==> config.mk <==
export PLATFORM = sky130hd
export DESIGN_NAME = xcv_bidir_latch
export DESIGN_NICKNAME = d
export VERILOG_FILES = /design/src/rtl/xcv_pkg.sv /design/src/rtl/xcv_lane.sv /design/src/rtl/xcv_group.sv /design/src/rtl/xcv_bidir_latch.sv
export SDC_FILE = /design/constraint.sdc
export NUM_CORES = 1
export LEC_CHECK = 0
export CORE_UTILIZATION = 50
export DETAILED_ROUTE_END_ITERATION = 8
export DONT_BUFFER_PORTS = 1
export GPL_TIMING_DRIVEN = 1
export SLEW_MARGIN = 20
export SYNTH_ARGS = -nofsm -noshare
export SYNTH_HDL_FRONTEND = slang
export SYNTH_SLANG_ARGS = --single-unit
export TNS_END_PERCENT = 20
==> constraint.sdc <==
create_clock -name clk -period 1.3 [get_ports clk]
set_input_delay 0.325 -clock clk [delete_from_list [all_inputs] [get_ports clk]]
set_output_delay 0.325 -clock clk [all_outputs]
set_load 0.05 [all_outputs]
==> src/rtl/xcv_pkg.sv <==
package xcv_pkg;
   // control set of one direction of one group, all active low
   typedef struct packed {
      logic ce_n;
      logic le_n;
      logic oe_n;
   } xcv_ctrl_t;

   function automatic logic xcv_open(input xcv_ctrl_t c);
      return !c.ce_n && !c.le_n;
   endfunction

   function automatic logic xcv_drive(input xcv_ctrl_t c);
      return !c.ce_n && !c.oe_n;
   endfunction
endpackage

==> src/rtl/xcv_lane.sv <==
module xcv_lane
   import xcv_pkg::*;
#(
   parameter int GRP_W      = 8,
   parameter bit INVERT_OUT = 1'b1
) (
   input  logic             clk,
   input  logic             rst_n,
   input  xcv_ctrl_t        ctrl,
   input  logic [GRP_W-1:0] din,
   output logic [GRP_W-1:0] dout,
   output logic             drive
);
   logic [GRP_W-1:0] held_q;
   logic [GRP_W-1:0] view;
   logic             open_w;

   assign open_w = xcv_open(ctrl);

   always_ff @(posedge clk or negedge rst_n) begin
      if (!rst_n)      held_q <= '0;
      else if (open_w) held_q <= din;
   end

   assign view  = open_w ? din : held_q;
   assign drive = xcv_drive(ctrl);

   generate
      if (INVERT_OUT) begin : g_inv
         assign dout = ~view;
      end else begin : g_true
         assign dout = view;
      end
   endgenerate
endmodule

==> src/rtl/xcv_group.sv <==
module xcv_group
   import xcv_pkg::*;
#(
   parameter int GRP_W      = 8,
   parameter bit INVERT_OUT = 1'b1
) (
   input  logic             clk,
   input  logic             rst_n,
   input  xcv_ctrl_t        ctrl_ab,
   input  xcv_ctrl_t        ctrl_ba,
   input  logic [GRP_W-1:0] a_in,
   input  logic [GRP_W-1:0] b_in,
   output logic [GRP_W-1:0] b_out,
   output logic             b_oe,
   output logic [GRP_W-1:0] a_out,
   output logic             a_oe
);
   xcv_lane #(.GRP_W(GRP_W), .INVERT_OUT(INVERT_OUT)) i_ab (
      .clk   (clk),
      .rst_n (rst_n),
      .ctrl  (ctrl_ab),
      .din   (a_in),
      .dout  (b_out),
      .drive (b_oe)
   );

   xcv_lane #(.GRP_W(GRP_W), .INVERT_OUT(INVERT_OUT)) i_ba (
      .clk   (clk),
      .rst_n (rst_n),
      .ctrl  (ctrl_ba),
      .din   (b_in),
      .dout  (a_out),
      .drive (a_oe)
   );
endmodule

==> src/rtl/xcv_bidir_latch.sv <==
module xcv_bidir_latch
   import xcv_pkg::*;
#(
   parameter int GRP_W      = 8,
   parameter int NUM_GRP    = 2,
   parameter bit INVERT_OUT = 1'b1,
   localparam int BUS_W     = GRP_W * NUM_GRP
) (
   input  logic               clk,
   input  logic               rst_n,
   input  logic [BUS_W-1:0]   a_in,
   input  logic [BUS_W-1:0]   b_in,
   input  logic [NUM_GRP-1:0] ce_ab_n,
   input  logic [NUM_GRP-1:0] le_ab_n,
   input  logic [NUM_GRP-1:0] oe_ab_n,
   input  logic [NUM_GRP-1:0] ce_ba_n,
   input  logic [NUM_GRP-1:0] le_ba_n,
   input  logic [NUM_GRP-1:0] oe_ba_n,
   output logic [BUS_W-1:0]   b_out,
   output logic [NUM_GRP-1:0] b_oe,
   output logic [BUS_W-1:0]   a_out,
   output logic [NUM_GRP-1:0] a_oe
);
   generate
      if (GRP_W < 1) begin : g_bad_w
         $error("xcv_bidir_latch: GRP_W must be at least 1");
      end
      if (NUM_GRP < 1) begin : g_bad_n
         $error("xcv_bidir_latch: NUM_GRP must be at least 1");
      end
   endgenerate

   genvar g;
   generate
      for (g = 0; g < NUM_GRP; g++) begin : g_grp
         xcv_ctrl_t c_ab, c_ba;
         assign c_ab = '{ce_n: ce_ab_n[g], le_n: le_ab_n[g], oe_n: oe_ab_n[g]};
         assign c_ba = '{ce_n: ce_ba_n[g], le_n: le_ba_n[g], oe_n: oe_ba_n[g]};

         xcv_group #(.GRP_W(GRP_W), .INVERT_OUT(INVERT_OUT)) i_grp (
            .clk     (clk),
            .rst_n   (rst_n),
            .ctrl_ab (c_ab),
            .ctrl_ba (c_ba),
            .a_in    (a_in[g*GRP_W +: GRP_W]),
            .b_in    (b_in[g*GRP_W +: GRP_W]),
            .b_out   (b_out[g*GRP_W +: GRP_W]),
            .b_oe    (b_oe[g]),
            .a_out   (a_out[g*GRP_W +: GRP_W]),
            .a_oe    (a_oe[g])
         );
      end
   endgenerate
endmodule

==> flow_summary.json, run 1 <==
{
  "haltStage": "4_1_cts",
  "syn-num-nets": 158,
  "synthCells": 112,
  "dp.cells": 199,
  "seq_area_frac_synth": 0.4776,
  "synthTopCellsByArea": "dfrtp_1 48%, mux2i_1 19%, mux2_2 16%",
  "io_pins": 82,
  "status": "aborted with a tool error",
  "die_y_um": 59.91,
  "ys_ff_latch": 32,
  "synth_top_area_cell": "dfrtp_1",
  "cts-root-buf": "clkbuf_4",
  "clock_path_buffers": 2,
  "start_util": 0.5360,
  "dieWidth_um": 59.91,
  "post-cts-setup-buffer-count": 4,
  "place.gp.congestion": 0.7901,
  "yosys_warnings": 0,
  "avgSynthCellArea_um2": 14.97,
  "num_rows": 20,
  "placed_cell_area_um2": 2860,
  "synth_top_area_share": 0.4776,
  "cts.repair.resized": 0,
  "clock_sinks": 32,
  "dpl.hpwl_um": 3435,
  "synth_cell_type_count": 9,
  "synth_area_um2": 1677,
  "port_buffers": 0,
  "ctsHoldBuffers": 2,
  "h-tree-depth": 2,
  "first-error": "[ERROR DPL-0033] detailed placement checks failed during check placement.",
  "cts_buffers": 5
}
## synth_stat cells
cell type	instances
dfrtp_1	32
mux2i_1	32
mux2_2	24
mux2_4	8
buf_4	4
nor2_1	4
nor2_4	4
buf_12	3
buf_8	1
## cells by family after synthesis
logic type             share of synthesized area
muxes                                     0.4239
DFF                                       0.4776
and+or+nand+nor                          0.03582
buffers and inverters                    0.06269
## metrics by stage
| stage | TNS [ns] | utilization | setup WS (ns) | hold WS [ns] |
|---|---|---|---|---|
| after floorplan | -6.431 | - | -0.2010 | 0.02941 |
| after global placement | -1.694 | 0.9144 | -0.07469 | 0.03027 |
| after detailed placement | -2.408 | 0.9144 | -0.1188 | 0.03070 |
==> run 2, diff against run 1 <==
Settings changed: CORE_UTILIZATION 50 to 35, PLACE_DENSITY_LB_ADDON from default to 0.15.
==> run 2 against run 1 <==
  * The flow now finishes, with violations (DRC, setup timing)
  * Synthesized cell count unchanged
  * Synthesized area is the same
==> flow_summary.json, run 2 <==
{
  "period_share": 1.060,
  "antennaDiodeCount": 0,
  "clock_path_buffers": 2,
  "cts_tree": "built",
  "ys_ff_latch": 32,
  "slowest_delay_ns": 0.27,
  "hp-start": "b_in[14]",
  "hold_viol": 0,
  "grt_setup_unrepaired": "yes",
  "num_rows": 24,
  "first_pass_iters": 6,
  "synth_top_area_cell": "dfrtp_1",
  "postLayoutCellArea_um2": 3008,
  "synth_top_area_share": 0.4776,
  "cpMostUsedCell": "buf_12",
  "max_slew_margin": 0.8773,
  "grt_overflow": 0,
  "start_util": 0.3747,
  "yosys_warnings": 0,
  "num-nets-final": 212,
  "max_freq_mhz": 725.7,
  "avgRoutedWirePerCell_um": 17.02,
  "avgSynthCellArea_um2": 14.97,
  "areaGrowthSynthToFinish_pct": 79.40,
  "rrSetupSlack_ns": 0.49,
  "final_cell_mix": "37 x buf_12, 32 x mux2i_4, 32 x dfrtp_1",
  "wl_met1_um": 1344,
  "fin_util": 0.6723,
  "dpl.hpwl_um": 2839,
  "die_area_um2": 5071,
  "hold_path_depth": 1,
  "postRouteAntennaNets": 0,
  "seq_area_frac_synth": 0.4776,
  "r2r_cells": 1,
  "critPathArrivalTime_ns": 1.05,
  "synthTopCellsByArea": "dfrtp_1 48%, mux2i_1 19%, mux2_2 16%",
  "antenna_found_initial": 0,
  "synth_edf_count": 0,
  "finClkSkew_ns": 0,
  "dr.first_iter.drc_count": 31,
  "cp.depth": 4,
  "dr_wl_met2_um": 1912,
  "grt_pass1_wl_um": 6354,
  "placed_cell_area_um2": 2848,
  "syn-num-nets": 158,
  "crit_buf_inv": 2,
  "dieWidth_um": 71.21,
  "tns_ns": -2.113,
  "critPathRequiredTime_ns": 0.98,
  "die_y_um": 71.21,
  "drt_wl_total_um": 3727,
  "post-route-min-period_ns": 1.378,
  "port_buffers": 0,
  "end_kind": "output port",
  "h-tree-depth": 2,
  "met3WireLength_um": 381,
  "place.gp.congestion": 0.7164,
  "synth_top_cells_by_count": "32 x dfrtp_1, 32 x mux2i_1, 24 x mux2_2",
  "cpMaxStageDelayCell": "mux2i_4",
  "clkTransAtPathRegs_ns": 0.07,
  "synth_cell_type_count": 9,
  "synth_flop_cell": "dfrtp_1",
  "power_leakage_uw": 0.001186,
  "clock_latency_ns": 0.28,
  "grt_pass1_vias": 1248,
  "top_layer": "met4",
  "setup_violations": 32,
  "crit_path_cell_trace": "nor2_4 -> buf_12 -> mux2i_4 -> buf_12",
  "nFillCells": 295,
  "worst_slack_ns": -0.07807,
  "drt_drc_violations_left": 5,
  "powerDensity_nw_per_um2": 1333,
  "max_slew.worst_pin.slew_ns": 0.1802,
  "regArea_um2": 800.8,
  "core_um2": 4474,
  "crit_path_max_fanout": 9,
  "ys_async_sr_fraction": 1.000,
  "cts-root-buf": "clkbuf_8",
  "crit_type": "in -> out",
  "synthCells": 112,
  "status": "finished, violations left",
  "finalMaxSlewViolations": 0,
  "min_path_type": "in -> reg",
  "holdWs_ns": 0.1827,
  "drive_gt1_frac": 0.7784,
  "crit_start": "le_ba_n[0]",
  "clock_sinks": 32,
  "layout_commonest_cell": "buf_12",
  "ir_drop_mv": 0.7039,
  "grt_max_degree": 33,
  "grtUsageTotal": 0.1672,
  "io_pins": 82,
  "dr_total_vias": 1107,
  "cts_buffers": 5,
  "violations": "DRC, setup timing",
  "worstSetupStartpointType": "input pin",
  "cap_violations": 0,
  "synth_area_um2": 1677,
  "post-place-ws_ns": -0.09574,
  "multiInputGateArea_um2": 1171,
  "vias_per_cell": 5.055,
  "crit_family": "buffers and inverters"
}
[run 2: final cells by class]
class | instances | share of cell area
multi-input combinational | 72 | 0.3894
sequential | 32 | 0.2662
clock inverter | 2 | 0.003328
timing repair buffer | 55 | 0.2920
clock buffer | 6 | 0.02745
tap | 52 | 0.02163
[run 2: power by group]
group | switching (uW) | leakage (uW) | internal [uW]
sequential | 148 | 0.000376 | 1140
combinational | 899 | 0.000760 | 1020
clock | 378 | 0.0000510 | 422
total | 1420 | 0.00119 | 2580
[run 2: metrics by stage]
step,total power (uW),instances
floorplan,2423,112
global placement,3157,204
detailed placement,3198,204
CTS,4052,217
global route,4165,219
finish,4009,219
[run 2: per-layer routing]
layer,GRT usage,up-vias
met2,0.2730,59
met3,0.07314,8
met4,0.06889,0
met5,0,-
met1,0.1928,530
li1,-,510
[run 2: worst max-delay path by stage]
| stage | to | slack (ns) |
|---|---|---|
| global route | a_out[8] | -0.12 |
| CTS | a_out[8] | -0.09 |
| finish | a_out[0] | -0.08 |
| global placement | b_out[3] | -0.07 |
| detailed placement | a_out[8] | -0.1 |
| floorplan | a_out[0] | -0.20 |
[run 2: repair_timing]
action                     CTS  global route
gates resized for setup      0             0
setup endpoints to repair   32            32
pin swaps                    1             0
hold endpoints to repair    32             0
hold buffers                 2             0
setup buffers                3             2
[run 2: logic make-up after synthesis]
family / synth area share
buf+inv: 0.06269
flops: 0.4776
simple gates: 0.03582
mux: 0.4239
No activity file was read; power rests on OpenSTA's default activity.
